===== src/rtl/exc_entry_pkg.sv =====
package exc_entry_pkg;
  // status word bit positions
  localparam int SR_SM  = 0;
  localparam int SR_TEE = 1;
  localparam int SR_IEE = 2;
  localparam int SR_DME = 3;
  localparam int SR_IME = 4;
  localparam int SR_EPH = 5;
  localparam int SR_DSX = 6;
  // exception codes with special handling
  localparam int EC_TICK    = 5;
  localparam int EC_ILLEGAL = 7;
  localparam int EC_EXT     = 8;
  localparam int EC_SYSCALL = 12;
endpackage


===== src/rtl/exc_irq_arb.sv =====
module exc_irq_arb
  import exc_entry_pkg::*;
#(
  parameter int CODE_W = 4
) (
  input  logic              take_exc,
  input  logic [CODE_W-1:0] exc_code,
  input  logic              irq_ext,
  input  logic              irq_tick,
  input  logic              ie_en,
  input  logic              te_en,
  output logic              go,
  output logic [CODE_W-1:0] code
);
  logic tick_ok, ext_ok;

  always_comb begin
    tick_ok = irq_tick & te_en;
    ext_ok  = irq_ext & ie_en;
    go      = take_exc | tick_ok | ext_ok;
    if (take_exc)     code = exc_code;
    else if (tick_ok) code = CODE_W'(EC_TICK);
    else              code = CODE_W'(EC_EXT);
  end
endmodule


===== src/rtl/exc_vec_gen.sv =====
module exc_vec_gen #(
  parameter int XLEN      = 32,
  parameter int CODE_W    = 4,
  parameter int NUM_CODES = 15,
  parameter int VEC_SHIFT = 8
) (
  input  logic [CODE_W-1:0] code,
  input  logic              vbase_en,
  input  logic [XLEN-1:0]   vec_base,
  input  logic              hi_page,
  output logic [XLEN-1:0]   vec,
  output logic              code_ok
);
  localparam logic [XLEN-1:0] HI_PREFIX = {4'hF, {(XLEN-4){1'b0}}};

  logic [XLEN-1:0] raw;

  always_comb begin
    raw     = XLEN'(code) << VEC_SHIFT;
    vec     = raw | (vbase_en ? vec_base : '0) | (hi_page ? HI_PREFIX : '0);
    code_ok = (code != '0) && (32'(code) < 32'(NUM_CODES));
  end
endmodule


===== src/rtl/exc_epc_adj.sv =====
module exc_epc_adj
  import exc_entry_pkg::*;
#(
  parameter int XLEN   = 32,
  parameter int CODE_W = 4
) (
  input  logic [XLEN-1:0]   cur_pc,
  input  logic [CODE_W-1:0] code,
  input  logic              in_dslot,
  output logic [XLEN-1:0]   epc_next
);
  localparam logic [XLEN-1:0] STEP = XLEN'(4);

  logic [XLEN-1:0] plus;

  always_comb begin
    plus     = (code == CODE_W'(EC_SYSCALL)) ? cur_pc + STEP : cur_pc;
    epc_next = in_dslot ? plus - STEP : plus;
  end
endmodule


===== src/rtl/exc_entry_ctl.sv =====
module exc_entry_ctl
  import exc_entry_pkg::*;
#(
  parameter int XLEN      = 32,
  parameter int CODE_W    = 4,
  parameter int NUM_CODES = 15,
  parameter int SR_W      = 16,
  parameter int VEC_SHIFT = 8
) (
  input  logic              clk,
  input  logic              rst,
  input  logic              take_exc,
  input  logic [CODE_W-1:0] exc_code,
  input  logic [XLEN-1:0]   cur_pc,
  input  logic              in_dslot,
  input  logic              irq_ext,
  input  logic              irq_tick,
  input  logic              sr_wr_en,
  input  logic [SR_W-1:0]   sr_wr_data,
  input  logic              pm_wr_en,
  input  logic [1:0]        pm_wr_data,
  input  logic              resv_set,
  input  logic [XLEN-1:0]   resv_addr_in,
  input  logic              vbase_en,
  input  logic [XLEN-1:0]   vec_base,
  output logic [SR_W-1:0]   sr_q,
  output logic [SR_W-1:0]   esr_q,
  output logic [XLEN-1:0]   epc_q,
  output logic [XLEN-1:0]   eear_q,
  output logic [1:0]        pm_q,
  output logic [XLEN-1:0]   resv_q,
  output logic              redir_vld,
  output logic [XLEN-1:0]   redir_pc,
  output logic              dslot_clr,
  output logic              fatal
);
  localparam logic [SR_W-1:0] SR_RESET = SR_W'(1) << SR_SM;

  logic              go, code_ok, accept, bad;
  logic [CODE_W-1:0] code;
  logic [XLEN-1:0]   vec, epc_next;
  logic [SR_W-1:0]   sr_entry;

  exc_irq_arb #(.CODE_W(CODE_W)) u_arb (
    .take_exc (take_exc),
    .exc_code (exc_code),
    .irq_ext  (irq_ext),
    .irq_tick (irq_tick),
    .ie_en    (sr_q[SR_IEE]),
    .te_en    (sr_q[SR_TEE]),
    .go       (go),
    .code     (code)
  );

  exc_vec_gen #(
    .XLEN(XLEN), .CODE_W(CODE_W), .NUM_CODES(NUM_CODES), .VEC_SHIFT(VEC_SHIFT)
  ) u_vec (
    .code     (code),
    .vbase_en (vbase_en),
    .vec_base (vec_base),
    .hi_page  (sr_q[SR_EPH]),
    .vec      (vec),
    .code_ok  (code_ok)
  );

  exc_epc_adj #(.XLEN(XLEN), .CODE_W(CODE_W)) u_epc (
    .cur_pc   (cur_pc),
    .code     (code),
    .in_dslot (in_dslot),
    .epc_next (epc_next)
  );

  always_comb begin
    accept   = go & code_ok;
    bad      = go & ~code_ok;
    sr_entry = sr_q;
    sr_entry[SR_DME] = 1'b0;
    sr_entry[SR_IME] = 1'b0;
    sr_entry[SR_IEE] = 1'b0;
    sr_entry[SR_TEE] = 1'b0;
    sr_entry[SR_SM]  = 1'b1;
    sr_entry[SR_DSX] = in_dslot;
  end

  always_ff @(posedge clk) begin
    if (rst) begin
      sr_q      <= SR_RESET;
      esr_q     <= '0;
      epc_q     <= '0;
      eear_q    <= '0;
      pm_q      <= '0;
      resv_q    <= '1;
      redir_vld <= 1'b0;
      redir_pc  <= '0;
      dslot_clr <= 1'b0;
      fatal     <= 1'b0;
    end else begin
      redir_vld <= accept;
      fatal     <= bad;
      dslot_clr <= accept & in_dslot;
      if (accept) begin
        redir_pc <= vec;
        epc_q    <= epc_next;
        esr_q    <= sr_q;
        sr_q     <= sr_entry;
        pm_q     <= '0;
        resv_q   <= '1;
        if (code == CODE_W'(EC_ILLEGAL)) eear_q <= cur_pc;
      end else begin
        if (sr_wr_en) sr_q   <= sr_wr_data;
        if (pm_wr_en) pm_q   <= pm_wr_data;
        if (resv_set) resv_q <= resv_addr_in;
      end
    end
  end
endmodule


===== config.mk =====
export PLATFORM = sky130hd
export DESIGN_NAME = exc_entry_ctl
export DESIGN_NICKNAME = d
export VERILOG_FILES = /design/src/rtl/exc_entry_pkg.sv /design/src/rtl/exc_irq_arb.sv /design/src/rtl/exc_vec_gen.sv /design/src/rtl/exc_epc_adj.sv /design/src/rtl/exc_entry_ctl.sv
export SDC_FILE = /design/constraint.sdc
export NUM_CORES = 1
export LEC_CHECK = 0
export BUFFER_PORTS_ARGS = -buffer_cell sky130_fd_sc_hd__buf_2
export CORE_MARGIN = 5
export CORE_UTILIZATION = 45
export DETAILED_ROUTE_END_ITERATION = 10
export MAX_ROUTING_LAYER = met4
export PLACE_DENSITY = 0.75
export SLEW_MARGIN = 20
export SYNTH_ARGS = -nofsm -noshare
export SYNTH_HDL_FRONTEND = slang
export SYNTH_HIERARCHICAL = 1
export SYNTH_SLANG_ARGS = --single-unit

===== constraint.sdc =====
create_clock -name clk -period 4.6 [get_ports clk]
set_clock_uncertainty 0.15 [all_clocks]
set_input_delay 0.69 -clock clk [delete_from_list [all_inputs] [get_ports clk]]
set_output_delay 0.69 -clock clk [all_outputs]
set_load 0.02 [all_outputs]

## After elaboration in Yosys (flattened, before gate mapping)

Cells that the tools add are included.

| storage, ports and cells | value |
|---|---|
| bits in read-only memories | 0 |
| bits in registers | 165 |
| bits in latches | 0 |
| RAM bits | 0 |
| memories | 0 |
| output and inout bits | 165 |
| logic and storage cells | 42 |

| operators by class | value |
|---|---|
| shift-type cells | 0 |
| divide/modulo/power cells | 0 |
| order comparisons | 1 |
| add/subtract/negate cells | 2 |
| multipliers | 0 |
| mux-type cells | 8 |
| equal/unequal tests | 2 |
| reduce and logical (&&, ||, !) cells | 6 |
| bitwise operators | 11 |

Operators by type and width:

| cell | number |
|---|---|
| $mux W32 | 4 |
| $add A32 B3 Y32 const B | 1 |
| $or A12 B32 Y32 | 1 |
| $or A32 B32 Y32 | 1 |
| $sub A32 B3 Y32 const B | 1 |
| $mux W7 | 2 |
| $mux W4 | 2 |
| $and A1 B1 Y1 | 5 |
| $eq A4 B3 Y1 const B | 1 |
| $eq A4 B4 Y1 const B | 1 |
| $lt A4 B4 Y1 const B | 1 |
| $reduce_and A2 Y1 | 2 |
| $reduce_bool A4 Y1 | 1 |
| $not A1 Y1 | 2 |
| $or A1 B1 Y1 | 2 |
| $reduce_bool A2 Y1 | 1 |
| $reduce_or A2 Y1 | 1 |
| $logic_and A1 B1 Y1 | 1 |

## Longest topological paths before layout

| logic depth | value |
|---|---|
| word-level depth | 8 |
| gate-level depth with buffers | 15 |
| depth with buffers taken out | 14 |

## Hierarchy

The synthesis kept the hierarchy.

By module, submodules not included:

| module | cells an instance | area each (um^2) | seq. area each (um^2) | times used |
|---|---|---|---|---|
| exc_entry_ctl | 499 | 5,714.2 | 3,303.2 | 1 |
| exc_epc_adj | 262 | 1,875.5 | 0.0 | 1 |
| exc_vec_gen | 38 | 246.5 | 0.0 | 1 |
| exc_irq_arb | 9 | 52.6 | 0.0 | 1 |

## Least setup slack after synthesis

OpenSTA, ideal clock, no wires.

| timing path | value |
|---|---|
| path type | input to register |
| start point | input irq_tick |
| end point | register epc_q[24] |
| arrival time | 3,835 ps |
| required time | 4,333 ps |
| stages | 15 |
| path slack | 499 ps |
| path buffers | 1 |
| cell sequence | nand2_1 -> o21ai_0 -> and4bb_1 -> buf_2 -> mux2i_1 -> ha_1 -> nand2_1 -> a2111oi_0 -> a21oi_1 -> nor3_1 -> nand3_1 -> nor4_1 -> a32oi_1 -> xnor2_1 -> a22o_1 |

| on the way | value |
|---|---|
| cells in the longest elaborated chain, start to end | 7 |
| elaborated cells between the ends (all ways) | 13 |
| those cells by class | add/sub: 1; order compare: 1; eq/ne: 1; mux: 4; bitwise: 4; reduce/logical: 2 |

RTL lines:

| element | line | RTL |
|---|---|---|
| start, declared | exc_entry_ctl.sv:17 | `input logic irq_tick,` |
| $and A1 B1 Y1 (*) | exc_irq_arb.sv:18 | `tick_ok = irq_tick & te_en;` |
| $mux W4 (*) | exc_irq_arb.sv:22 | `else if (tick_ok) code = CODE_W'(EC_TICK);` |
| $mux W4 (*) | exc_irq_arb.sv:21 | `if (take_exc) code = exc_code;` |
| net code[2] | exc_entry_ctl.sv:40 | `logic [CODE_W-1:0] code;` |
| $eq A4 B4 Y1 (*) | exc_epc_adj.sv:17 | `plus = (code == CODE_W'(EC_SYSCALL)) ? cur_pc + STEP : cur_pc;` |
| $mux W32 (*) | exc_epc_adj.sv:17 |  |
| $sub A32 B3 Y32 | exc_epc_adj.sv:18 | `epc_next = in_dslot ? plus - STEP : plus;` |
| $mux W32 (*) | exc_epc_adj.sv:18 |  |
| net epc_next[24] | exc_entry_ctl.sv:41 | `logic [XLEN-1:0] vec, epc_next;` |
| end signal, assigned | exc_entry_ctl.sv:103 | `epc_q <= epc_next;` |
| end, declared | exc_entry_ctl.sv:28 | `output logic [XLEN-1:0] epc_q,` |

Mark *: on every way through the listed nets, which the timed path passes. The rest lies on a longest branch.
A chain may end at the register's enable or synchronous reset.

## Worst setup path after layout

| timing path | value |
|---|---|
| start point | register sr_q[1] |
| end point | register epc_q[26] |

| on the way | value |
|---|---|
| cells in the longest elaborated chain, start to end | 7 |
| elaborated cells between the ends (all ways) | 13 |
| those cells by class | add/sub: 1; order compare: 1; eq/ne: 1; mux: 4; bitwise: 4; reduce/logical: 2 |

RTL lines:

| element | line | RTL |
|---|---|---|
| start, declared | exc_entry_ctl.sv:26 | `output logic [SR_W-1:0] sr_q,` |
| start signal, assigned | exc_entry_ctl.sv:105 | `sr_q <= sr_entry;` |
| start signal, assigned | exc_entry_ctl.sv:110 | `if (sr_wr_en) sr_q <= sr_wr_data;` |
| $and A1 B1 Y1 (*) | exc_irq_arb.sv:18 |  |
| $mux W4 (*) | exc_irq_arb.sv:22 |  |
| $mux W4 (*) | exc_irq_arb.sv:21 |  |
| net code[2] | exc_entry_ctl.sv:40 |  |
| $eq A4 B4 Y1 (*) | exc_epc_adj.sv:17 |  |
| $mux W32 (*) | exc_epc_adj.sv:17 |  |
| $sub A32 B3 Y32 | exc_epc_adj.sv:18 |  |
| $mux W32 (*) | exc_epc_adj.sv:18 |  |
| net epc_next[26] | exc_entry_ctl.sv:41 |  |

Marks and branches as above.

==> results.txt <==
Wirelength, routed = 23400 µm
Die area = 20300 µm²
Post-synth EDFFs = 0
Register area = 3300 µm²
IO Port Bufs = 292
Period utilization = 86.9%
Final setup violation count = 0
Cell variety after synth = 72
Most frequent cells in the layout = buf_2, dfxtp_1, nand2_1
Worst-margin pin slew = 919 ps
Commonest non-fill, non-tap cell in the layout = buf_2
Critical Path End Type = flop
Most frequent CP cell = buf_4
Mean post-synth cell area = 9.76 µm²
Pin count of the biggest net entering global routing = 66
RSZ-0062 raised after global routing = false
First-pass DRT Iterations = 5
Filler cells = 1540
Die H = 142 µm
Die Width = 142 µm
Dominant cells by area after synthesis = dfxtp_1, mux2i_1, a22o_1, nand2b_1, xnor2_1
Setup bufs post-CTS = 0
Mux contribution to synthesized area = 10.6%
Slowest CP cell = or4_4
Rows = 48
Root buf cell = clkbuf_16
Initial antenna violation count = 0
Ports = 293
# diodes = 0
Required time worst endpoint = 4770 ps
Non-Filler Instances = 1312
Syn_nets = 938
Clock Sinks = 165
# hold bufs at CTS = 0
Core area = 17200 µm²
Antenna-violating nets left = 0
Layout cells sized above 1 = 34.2%
Multi-input gate area = 4240 µm²
CP max stage delay = 620 ps
Post-Syn Area = 7890 µm²
Htree depth = 4
Xor-xnor portion of the synthesized cell area = 6.11%
Syn. warnings = 6
DRC violations left = 0
Drt initial violations = 424
Crit-path cells = nand2_1 > o21ai_0 > buf_4 > nand4bb_1 > buf_4 > or4_4 > nor3_1 > mux2i_1 > a31oi_4 > or3_4 > o41ai_2 > xor2_1 > a22o_1
Tot GR Track Use = 22.7%
Simple-Gate Fraction of Synth Area = 21.7%
Top cell type's share of synthesized area = 41.9%
Fin area = 10000 µm²
Worst min-delay path category = flop to flop
Min Tclk post-route = 4000 ps
Grt ovf = 0
Max-slew violation count = 0
Fin Hold WS = 315 ps
Worst Setup Start Kind = flop
Clock latency on the worst-skew pair = 420 ps
Register bit total from synthesis = 165
Final Hold Fails = 0
Layout Nets = 1204
Pwr Density = 343 nW/µm²
Crit Path Max Fanout = 9
Clock buffer depth = 2
HPWL Detailed = 17600 µm
Max Cap Violations = 0
Synth area leader = dfxtp_1
Fmax = 250 MHz
Vias per cell = 5.40
Synth Area in Compound Gates = 14.8%
Fin Setup TNS = 0 ps
# resized after CTS = 0
CTS Buf Count = 17
Routability cong. = 0.922
Main combinational cell family by area after synthesis = simple AND/OR/NAND/NOR gates
Synth Area in Adders = 0.317%
Crit path kind = flop to flop
Maximum VDD drop = 264 µV
Synth Instances = 808
Arrival @ worst endpoint = 4170 ps
Area growth syn-to-layout = 27.0%
Max transition margin = 38.7%
Vias = 7085
Vias in the first global route = 6660
Pleak = 4.51 nW
Global-route wire length before repair = 35600 µm
Most used DFF post-synth = dfxtp_1
Outcome = finished clean
Utilization after layout = 58.1%
Inst Count DP = 1280
Synth async-reset ratio = 0%
Routed len/inst = 17.8 µm
Initial core utilization = 45.8%
Placed Area = 9440 µm²
TritonCTS clock tree = done
Clk pin slew, worst setup/hold paths = 70 ps
Sequential area share after synthesis = 41.9%
-- cell families (layout without fill, tap and decap cells) --
family | Yosys count | count (layout)
AO/OA/AOI/OAI | 142 | 142
XOR/XNOR | 55 | 55
adder cells (fa/ha/maj) | 2 | 2
buffers and inverters | 64 | 343
flip-flops | 165 | 165
multiplexers | 83 | 83
AND/OR/NAND/NOR | 297 | 297
-- metal layers --
| metal | part of all wire (%) | up-vias | GRT usage [%] | wire length (µm) |
|---|---|---|---|---|
| li1 | - | 3405 | - | - |
| met1 | 41 | 3342 | 27.3 | 9540 |
| met2 | 50 | 308 | 38.6 | 11700 |
| met3 | 7.9 | 30 | 4.87 | 1850 |
| met4 | 1.5 | 0 | 5.85 | 349 |
| met5 | 0 | - | - | 0 |
-- worst max-delay path, delay by kind of cell, from the launching register on --
family	cells	cell delay, ps
buf+inv	2	370
simple gates	5	1560
flops	1	420
mux	1	320
compound gates	4	920
xor+xnor	1	110
-- cells in the mapped netlist (2+ instances only) --
cell type and instances:
or4_1 2, nor2_1 25, a32oi_1 2, and2_1 30
nor4_2 5, dfxtp_1 165, mux2_2 2, clkbuf_1 17
buf_4 16, o2111ai_1 2, a21oi_1 16, xor2_1 18
nand4_1 11, buf_2 21, or2_2 2, nand2_1 83
a21o_1 8, a31o_2 2, nor4_4 3, nor3_2 2
nand2b_1 67, xnor2_1 37, nor3b_1 2, buf_6 4
nor3_1 15, o21ai_0 6, a22o_1 80, ha_1 2
nor2_4 2, a211o_1 2, nand4b_1 3, inv_1 3
a31oi_1 3, and3_1 9, nor4_1 6, mux2i_1 80
clkbuf_2 2, and4_1 4, nand3_1 14, o31ai_1 3
-- report_power, final --
group | internal [W] | switching [W]
registers | 0.00149 | 0.0000352
logic | 0.000201 | 0.000306
clock network | 0.000725 | 0.000673
-- path summary, 6_finish.rpt --
check	end	cells after the start	slack (ps)	start
worst max-delay path	epc_q[26]	13	600	sr_q[1]
worst min-delay path	resv_q[4]	2	310	resv_q[4]
worst max register to register	epc_q[26]	13	600	sr_q[1]
worst min register to register	resv_q[4]	2	310	resv_q[4]
-- layout make-up --
cell class / count / area share [%]
Multi-Input combinational cell: 579 / 42.3
Clock inverter: 15 / 1.52
Inverter: 4 / 0.150
Timing Repair Buffer: 307 / 16.0
Sequential cell: 165 / 33.0
Tap cell: 225 / 2.81
Clock buffer: 17 / 4.25
-- state kept, by name, indices dropped and copies added, names as in the netlist, 2 cells and up --
signal	cells
eear_q	32
epc_q	32
redir_pc	32
resv_q	32
esr_q	16
sr_q	16
pm_q	2
-- metrics by stage --
stage	setup slack (ps)	power, W
2_1_floorplan	499	0.00188
3_3_place_gp	430	0.00206
3_5_place_dp	297	0.00207
4_1_cts	604	0.00346
5_1_grt	206	0.00357
6_report	603	0.00343
(Power assumes the default switching activity.)
